File: src/rtl/dac_level_decoder.sv
module dac_level_decoder #(
  parameter int DW     = 8,
  parameter int NBYTES = 3
) (
  input  logic          clk,
  input  logic          rst_n,
  input  logic          ser_en,
  input  logic          ser_stb,
  input  logic          ser_dat,
  input  logic          sleep,
  output logic [DW-1:0] lvl1,
  output logic [DW-1:0] lvl2,
  output logic [DW-1:0] lvl3,
  output logic          dac3_pwr,
  output logic          drive_low
);
  localparam int FW = DW * NBYTES;
  localparam int CW = $clog2(FW + 2);
  localparam logic [CW-1:0] FULL = CW'(FW);
  localparam logic [CW-1:0] OVER = CW'(FW + 1);
  localparam logic [CW-1:0] K_DATA = CW'(DW);
  localparam logic [CW-1:0] K_T1 = CW'(DW);
  localparam logic [CW-1:0] K_T0 = CW'(DW + 1);
  localparam logic [CW-1:0] K_PW = CW'(2*DW - 1 - 3);
  localparam logic [CW-1:0] K_F3 = CW'(2*DW - 1 - 1);
  localparam logic [CW-1:0] K_F1 = CW'(FW - 1 - 3);
  localparam logic [CW-1:0] K_F2 = CW'(FW - 1 - 2);

  logic [CW-1:0] cnt;
  logic [DW-1:0] data;
  logic [1:0]    typ;
  logic          f1, f2, f3, pw;
  logic          en_q, dac3_on;

  wire take   = ser_en & ser_stb;
  wire commit = en_q & ~ser_en & (cnt == FULL) & (typ == 2'b01);

  always_ff @(posedge clk or negedge rst_n) begin
    if (!rst_n) begin
      cnt  <= '0;
      data <= '0;
      typ  <= '0;
      f1   <= 1'b0;
      f2   <= 1'b0;
      f3   <= 1'b0;
      pw   <= 1'b0;
      en_q <= 1'b0;
    end else begin
      en_q <= ser_en;
      if (take) begin
        if (cnt != OVER) cnt <= cnt + CW'(1);
        if (cnt < K_DATA) data <= {data[DW-2:0], ser_dat};
        if (cnt == K_T1) typ[1] <= ser_dat;
        if (cnt == K_T0) typ[0] <= ser_dat;
        if (cnt == K_PW) pw <= ser_dat;
        if (cnt == K_F3) f3 <= ser_dat;
        if (cnt == K_F1) f1 <= ser_dat;
        if (cnt == K_F2) f2 <= ser_dat;
      end else if (!ser_en) begin
        cnt <= '0;
      end
    end
  end

  always_ff @(posedge clk or negedge rst_n) begin
    if (!rst_n) begin
      lvl1    <= '0;
      lvl2    <= '0;
      lvl3    <= '0;
      dac3_on <= 1'b1;
    end else if (commit) begin
      if (f1) lvl1 <= data;
      if (f2) lvl2 <= data;
      if (f3) lvl3 <= data;
      dac3_on <= pw;
    end
  end

  assign dac3_pwr  = dac3_on & ~sleep;
  assign drive_low = sleep;
endmodule

File: config.mk
export PLATFORM = sky130hd
export DESIGN_NAME = dac_level_decoder
export DESIGN_NICKNAME = d
export VERILOG_FILES = /design/src/rtl/dac_level_decoder.sv
export SDC_FILE = /design/constraint.sdc
export NUM_CORES = 1
export LEC_CHECK = 0
export BUFFER_PORTS_ARGS = -buffer_cell sky130_fd_sc_hd__buf_2
export CORE_MARGIN = 5
export CORE_UTILIZATION = 50
export CTS_CLUSTER_DIAMETER = 80
export DETAILED_ROUTE_END_ITERATION = 7
export HOLD_SLACK_MARGIN = 0.15
export PLACE_DENSITY = 0.75
export SKIP_LAST_GASP = 1
export SYNTH_ARGS = -nofsm -noshare
export SYNTH_HDL_FRONTEND = slang
export SYNTH_SLANG_ARGS = --single-unit
File: constraint.sdc
create_clock -name clk -period 1.7 [get_ports clk]
set_input_delay 0.085 -clock clk [delete_from_list [all_inputs] [get_ports clk]]
set_output_delay 0.085 -clock clk [all_outputs]
set_load 0.005 [all_outputs]
=== After elaboration in Yosys (flattened, before gate mapping) ===
Index checks and enable logic that the tools add are counted.

* Bits in registers: 45

* Add/subtract/negate cells: 1
* Magnitude comparators: 1
* Equality and inequality tests: 11
* Multiplexer cells: 3
* Bitwise operators: 7
* Reduce and logical (&&, ||, !) cells: 11

{| class="wikitable"
|+ Operators by type and width
! kind !! number
|-
| AND reduction 2 bit || 11
|-
| == test 5 x 4 -> 1 bit (second input constant) || 4
|-
| == test 5 bit (second input constant) || 3
|-
| 2-to-1 mux 5 bit || 3
|-
| adder 5 x 1 -> 5 bit (second input constant) || 1
|-
| bitwise AND 1 bit || 5
|-
| less-than comparator 5 x 4 -> 1 bit (second input constant) || 1
|-
| inequality test 5 bit (second input constant) || 1
|-
| inequality test 2 x 1 -> 1 bit (second input constant) || 2
|-
| == test 2 x 1 -> 1 bit (second input constant) || 1
|-
| inverter 1 bit || 2
|}

=== Logic depth before layout (Yosys ltp) ===
Gate-level depths: netlist of run 1.

* Depth in word-level cells: 5
* Gate-level depth with buffers: 6

=== Least setup slack after synthesis of run 1 ===
OpenSTA, ideal clock, no wires.

* Path type: register to register
* Start: register cnt[0]
* End: register lvl1[0]
* Library setup time: 125 ps
* Data arrival time: 1466 ps
* Path slack: 109 ps
* Stages on the path, launching flop included: 7
* Path buffers: 1
* Period minus slack after synthesis: 1591 ps
* Cells stage by stage: dfrtp_1 > inv_1 > ha_1 > and4b_1 > buf_6 > nand3_4 > mux2_2

* Cells in the longest elaborated chain, start to end: 4

{| class="wikitable"
|+ RTL lines
! element !! RTL line !! source
|-
| start, declared || 29 || <nowiki>logic [CW-1:0] cnt;</nowiki>
|-
| start signal, assigned || 51 || <nowiki>if (cnt != OVER) cnt <= cnt + CW'(1);</nowiki>
|-
| == test 5 bit || 36 || <nowiki>wire commit = en_q & ~ser_en & (cnt == FULL) & (typ == 2'b01);</nowiki>
|-
| bitwise AND 1 bit (2 in series) || 36 ||
|-
| AND reduction 2 bit (no source line) || -- ||
|-
| end signal, assigned || 72 || <nowiki>if (f1) lvl1 <= data;</nowiki>
|-
| end, declared || 11 || <nowiki>output logic [DW-1:0] lvl1,</nowiki>
|}

No other way between the ends.
A chain may end at the register's enable or synchronous reset.

=== Final worst setup path of run 1 ===
* Start: register cnt[0]
* End: register lvl2[6]

* Cells in the longest elaborated chain, start to end: 4

{| class="wikitable"
|+ RTL lines
! element !! RTL line !! source
|-
| == test 5 bit || 36 ||
|-
| bitwise AND 1 bit (2 in series) || 36 ||
|-
| AND reduction 2 bit (no source line) || -- ||
|-
| end signal, assigned || 73 || <nowiki>if (f2) lvl2 <= data;</nowiki>
|-
| end, declared || 12 || <nowiki>output logic [DW-1:0] lvl2,</nowiki>
|}

No other way between the ends.

==> flow_metrics.py, run 1 <==
metrics = {
    "finish": {
        "layout-drive-gt1-share_pct": 52.0,
        "instances_no_fill": 227,
        "fin_nets": 188,
        "diodes": 0,
        "post-route-util_pct": 62.6,
        "area_growth_pct": 19.0,
        "fillers": 314,
    },
    "synthesis": {
        "synth_flop_cell": "dfrtp_1",
        "yosys-top-cells-count": "44 x dfrtp_1, 32 x mux2_2, 6 x mux2_4",
        "synth_fp_nets": 142,
        "synth_top_area_share_pct": 55.9,
        "yosysTopAreaCell": "dfrtp_1",
        "yosysWarnings": 0,
        "netlist_area_mm2": 0.00197,
        "syn_avg_cell_area_um2": 14.9,
        "synth_mux_area_share_pct": 23.5,
        "synth_cell_types": 28,
        "netlist_instances": 132,
        "yosys_register_bits": 45,
        "ys_async_sr_fraction_pct": 100,
        "yosysSeqAreaShare_pct": 57.3,
        "synth_area_leaders": "dfrtp_1 56%, mux2_2 18%, mux2_4 4.6%, nand3_4 2.7%, ha_1 2.5%",
        "synth_edf_count": 0,
        "synthAdderAreaFrac_pct": 2.54,
        "synth_xor_area_share_pct": 0.890,
        "synthSimpleGateAreaFrac_pct": 10.8,
        "synth.most_common_cell": "dfrtp_1",
        "synth_top_family_by_area": "multiplexers",
        "synth-compound-area-share_pct": 1.78,
    },
    "clocking": {
        "cts-htree-levels": 2,
        "clock-sinks": 45,
        "cts_buffers": 5,
        "cts_root_buffer": "clkbuf_8",
        "cts.path.max_buffers": 2,
        "clkLatencyLatePin_ps": 290,
        "path_clk_slew_ps": 80,
        "tritoncts": "done",
    },
    "routing": {
        "drtIter0Drc": 49,
        "wl_per_cell_um": 16.1,
        "dr.pass1.iters": 4,
        "dr_total_vias": 1220,
        "drt_wl_total_um": 3650,
        "routed_via_density": 5.37,
        "drc_errors": 0,
        "ant_nets": 0,
    },
    "global_route": {
        "grt_overflow": 0,
        "grt_start_max_net_pins": 28,
        "antenna_found_initial": 0,
        "grt_pass1_wl_um": 6230,
        "track_usage_pct": 15.1,
        "grt_pass1_vias": 1357,
    },
    "placement": {
        "routabilityCongestion": 0.735,
        "hpwl_um": 2750,
        "io_buffers": 31,
        "place_inst": 214,
    },
    "timing": {
        "fmax_ghz": 0.608,
        "worst_pin_slew_ps": 596,
        "drv_slew": 0,
        "max-slew-margin-rel_pct": 60.3,
        "finalHoldViolations": 0,
        "setup_viol": 0,
        "skew_ps": 8.48,
        "fin_crit_sh_pct": 96.7,
        "min_period_ps": 1640,
    },
    "floorplan": {
        "dieArea_mm2": 0.00529,
        "ioPinCount": 32,
        "row_count": 22,
        "coreArea_mm2": 0.00374,
        "start_util_pct": 52.6,
        "die_w_um": 72.7,
        "die_y_um": 72.7,
    },
    "power_and_ir_drop": {
        "powerDensity_mw_per_mm2": 875,
        "leakage_nw": 1.23,
        "max-vdd-ir-drop_mv": 0.426,
    },
    "hold_path": {
        "min_path_type": "in -> async",
    },
    "flow_run": {
        "cap_violations": 0,
    },
    "worst_setup_path": {
        "worstSetupPathType": "reg -> reg",
        "cp.arrival_ps": 1830,
        "cp-startpoint": "cnt[0]",
        "crit_path_start_kind": "register",
        "end_kind": "register",
        "r2r-start": "cnt[0]",
        "cp_max_fo": 8,
        "critPathRequiredTime_ps": 1880,
    },
    "status": {
        "status": "complete, no violations",
    },
}
## path summary, 6_finish.rpt
kind,end,slack (ps),depth (start not counted)
max,lvl2[6],60,5
min,lvl3[0],340,2
max reg2reg,lvl2[6],60,5
min reg2reg,lvl1[4],510,1
max in group asynchronous,lvl2[1],780,3
min in group clk,drive_low,350,2
## where the power goes
part | switching (mW) | internal, mW
Sequential | 0.0956 | 1.15
Clock | 0.342 | 0.289
Combinational | 0.0745 | 0.0987
Total | 0.512 | 1.54
## final cells by class
class | instances | area (um2) | area share [%]
multi-input cells | 77 | 782 | 33.4
clock inverters | 2 | 15.0 | 0.641
inverters | 4 | 15.0 | 0.641
flip-flops and latches | 45 | 1130 | 48.1
well taps | 48 | 60.1 | 2.56
repair buffers | 45 | 270 | 11.5
clock buffers | 6 | 72.6 | 3.10
## placed cells by master (no fill, tap or decap), drive strengths merged, types with 4 or more instances in the layout
| cell | netlist | routed |
|---|---|---|
| dfrtp | 44 | 44 |
| buf | 5 | 41 |
| mux2 | 39 | 39 |
| clkbuf | 1 | 6 |
| nand3 | 5 | 5 |
| inv | 4 | 4 |
| nand4 | 4 | 4 |
| ha | 4 | 4 |
| dlygate4sd3 | 0 | 4 |
## per-layer routing
metal / vias up / wire length (um) / GRT usage [%]
li1: 568 / - / -
met1: 616 / 1620 / 19.0
met5: - / 0 / 0
met2: 29 / 1780 / 24.8
met4: 0 / 60 / 6.15
met3: 7 / 192 / 3.86
## flip-flops by register name, indices dropped and copies added (netlist names)
name,flops
cnt,5
pw,1
en_q,1
typ,2
f1,1
f2,1
lvl1,8
f3,1
lvl3,8
lvl2,8
data,8
dac3_on,1
## through the flow
stage                     area, um2  TNS, ps  hold WS, ps  power, mW  setup WS, ps
after global routing           2340    -6.67          367       2.15         -5.05
after detailed placement       2200     -334          118       1.43         -48.9
after global placement         2200        0          109       1.42          29.7
after CTS                      2330        0          347       2.07          33.9
final                          2340        0          337       2.05          55.5
after floorplan                1970        0         -211       1.34           109
## critical path: stages, from the launching register on
cell and delay (ps):
dfrtp_1 390, inv_1 90, ha_1 170, and4b_2 340, nand3_4 200, mux2_4 340
## cell families after synthesis
logic type,Yosys count
muxes,39
buffers and inverters,10
and+or+nand+nor,26
AOI/OAI and AO/OA,6
xor gates and xnor gates,2
adders and majority gates,4
DFF,45
## repair_timing
| action | in CTS | in global routing |
|---|---|---|
| endpoints found under the hold margin | 33 | 0 |
| buffers inserted | 0 | 1 |
| endpoints found under the setup margin | 16 | 4 |
| pin swaps | 0 | 2 |
| gates resized for setup | 1 | 1 |
| hold buffers | 4 | 0 |
Note: power is estimated with default switching activity, not from simulation.
==> run 2: changes to the inputs <==
--- a/config.mk
+++ b/config.mk
@@ -6,12 +6,14 @@
 export NUM_CORES = 1
 export LEC_CHECK = 0
 export BUFFER_PORTS_ARGS = -buffer_cell sky130_fd_sc_hd__buf_2
+export CELL_PAD_IN_SITES_DETAIL_PLACEMENT = 1
+export CELL_PAD_IN_SITES_GLOBAL_PLACEMENT = 1
 export CORE_MARGIN = 5
-export CORE_UTILIZATION = 50
+export CORE_UTILIZATION = 41
 export CTS_CLUSTER_DIAMETER = 80
 export DETAILED_ROUTE_END_ITERATION = 7
 export HOLD_SLACK_MARGIN = 0.15
-export PLACE_DENSITY = 0.75
+export PLACE_DENSITY_LB_ADDON = 0.1
 export SKIP_LAST_GASP = 1
 export SYNTH_ARGS = -nofsm -noshare
 export SYNTH_HDL_FRONTEND = slang
==> constraint.sdc (replaced) <==
create_clock -name clk -period 1.32 [get_ports clk]
set_input_delay 0.066 -clock clk [delete_from_list [all_inputs] [get_ports clk]]
set_output_delay 0.066 -clock clk [all_outputs]
set_load 0.005 [all_outputs]
==> flow_metrics.py, run 2 (synthesis gave the netlist of run 1 again) <==
metrics = {
    "worst_setup_path": {
        "crit_path_start_kind": "register",
        "cp_slowest_cell": "dfrtp_1",
        "cp-endpoint": "lvl1[6]",
        "cp_max_fo": 8,
        "cp-startpoint": "cnt[1]",
        "reg2regPathDepth": 6,
        "path_buf_inv": 2,
        "path_delay_family": "flip-flops",
        "critPathRequiredTime_ps": 1510,
        "crit_cells": 6,
        "worstSetupPathType": "reg -> reg",
        "max_stage_delay_ps": 400,
        "end_kind": "register",
        "r2r-start": "cnt[1]",
        "cp.arrival_ps": 1790,
        "reg2reg_slack_ps": -280,
        "crit_path_cell_trace": "inv_2 > ha_4 > and4b_1 > buf_6 > nand3_4 > mux2_4",
        "r2r_end": "lvl1[6]",
    },
    "routing": {
        "drt_wl_total_um": 4300,
        "wl_per_cell_um": 17.8,
        "ant_nets": 0,
        "dr_total_vias": 1236,
        "drtIter0Drc": 14,
        "routed_via_density": 5.11,
        "drc_errors": 0,
        "dr.pass1.iters": 3,
    },
    "floorplan": {
        "ioPinCount": 32,
        "start_util_pct": 41.9,
        "die_w_um": 79.3,
        "die_y_um": 79.3,
        "row_count": 25,
        "dieArea_mm2": 0.00629,
        "coreArea_mm2": 0.00469,
    },
    "clocking": {
        "cts_root_buffer": "clkbuf_8",
        "tritoncts": "done",
        "clkLatencyLatePin_ps": 300,
        "cts-htree-levels": 2,
        "cts.path.max_buffers": 2,
        "clock-sinks": 45,
        "cts_buffers": 5,
        "path_clk_slew_ps": 90,
    },
    "power_and_ir_drop": {
        "powerDensity_mw_per_mm2": 1170,
        "max-vdd-ir-drop_mv": 0.674,
        "leakage_nw": 1.34,
    },
    "timing": {
        "min_period_ps": 1600,
        "finalHoldViolations": 0,
        "skew_ps": 10.1,
        "drv_slew": 0,
        "setup_viol": 39,
        "fin_tns_setup_ps": -6890,
        "rsz0062_at_grt": "yes",
        "worst_pin_slew_ps": 292,
        "fin_crit_sh_pct": 121,
        "fmax_ghz": 0.624,
        "max-slew-margin-rel_pct": 80.5,
        "setup_slack_ps": -284,
    },
    "placement": {
        "hpwl_um": 3050,
        "place_inst": 226,
        "routabilityCongestion": 0.708,
        "io_buffers": 31,
    },
    "global_route": {
        "grt_start_max_net_pins": 18,
        "grt_pass1_vias": 1428,
        "grt_pass1_wl_um": 7390,
        "antenna_found_initial": 0,
        "track_usage_pct": 15.6,
        "grt_overflow": 0,
    },
    "finish": {
        "fin_nets": 197,
        "fillers": 477,
        "layout-drive-gt1-share_pct": 60.6,
        "instances_no_fill": 242,
        "layout_commonest_cell": "dfrtp_1",
        "diodes": 0,
        "area_growth_pct": 31.5,
        "final_cell_mix": "43 x dfrtp_1, 31 x buf_2, 20 x mux2_2, 19 x mux2_4, 16 x buf_4",
    },
    "hold_path": {
        "min_path_type": "in -> async",
    },
    "flow_run": {
        "cap_violations": 0,
    },
    "status": {
        "violations": "setup timing",
        "status": "complete, but fails checks",
    },
}
[run 2: cell types whose count changed in the layout (fill, tap and decap cells not counted), moves of 4 or more]
cell,previous run,this run
ha_1,4,0
buf_4,10,16
mux2_4,7,19
ha_4,0,4
mux2_2,32,20
[run 2: metal layers]
layer	share of wire (%)	vias to the layer above	GRT usage, %
met1	46	626	20.2
met5	0	-	0
met2	50	25	25.3
met3	3.9	2	4.42
met4	0.53	0	4.64
li1	-	583	-
[run 2: through the flow]
| stage | util, % | power [mW] | setup slack, ps | area, um2 | hold WS [ps] |
|---|---|---|---|---|---|
| 4_1_cts | 54.5 | 3.06 | -261 | 2550 | 181 |
| 5_1_grt | 55.1 | 3.20 | -360 | 2590 | 204 |
| 2_1_floorplan | - | 1.78 | -220 | 2010 | -230 |
| 3_5_place_dp | 49.2 | 1.93 | -336 | 2310 | -31.8 |
| 3_3_place_gp | 49.2 | 1.91 | -281 | 2310 | -42.9 |
| 6_report | 55.1 | 3.02 | -284 | 2590 | 182 |
[run 2: worst min-delay path by stage]
| stage | startpoint | end | slack [ps] | cells past startpoint |
|---|---|---|---|---|
| floorplan | rst_n | cnt[0] | -230 | 0 |
| CTS | rst_n | lvl2[6] | 180 | 2 |
| detailed placement | rst_n | lvl2[6] | -30 | 1 |
| global placement | rst_n | lvl3[6] | -40 | 1 |
| global route | rst_n | lvl2[6] | 200 | 2 |
| finish | rst_n | data[7] | 180 | 2 |
[run 2: where the power goes]
group / internal, mW / leakage [nW] / switching, mW
sequential: 1.48 / 0.604 / 0.130
combinational: 0.210 / 0.671 / 0.114
clock: 0.580 / 0.0603 / 0.508
[run 2: repair_timing]
item                                    in CTS  in global routing
hold endpoints to repair                    58                  0
gates resized for setup                     13                  8
endpoints found under the setup margin      41                 43
hold buffers                                 4                  0
setup buffers                                3                  3
pin swaps                                    4                  6
[run 2: final cells by class]
type	count	area [um2]	area share [%]
clock buffers	5	68.8	2.66
flip-flops and latches	45	1130	43.6
clock inverters	3	50.0	1.93
well taps	54	67.6	2.61
repair buffers	54	358	13.8
inverters	4	15.0	0.580
multi-input cells	77	900	34.8
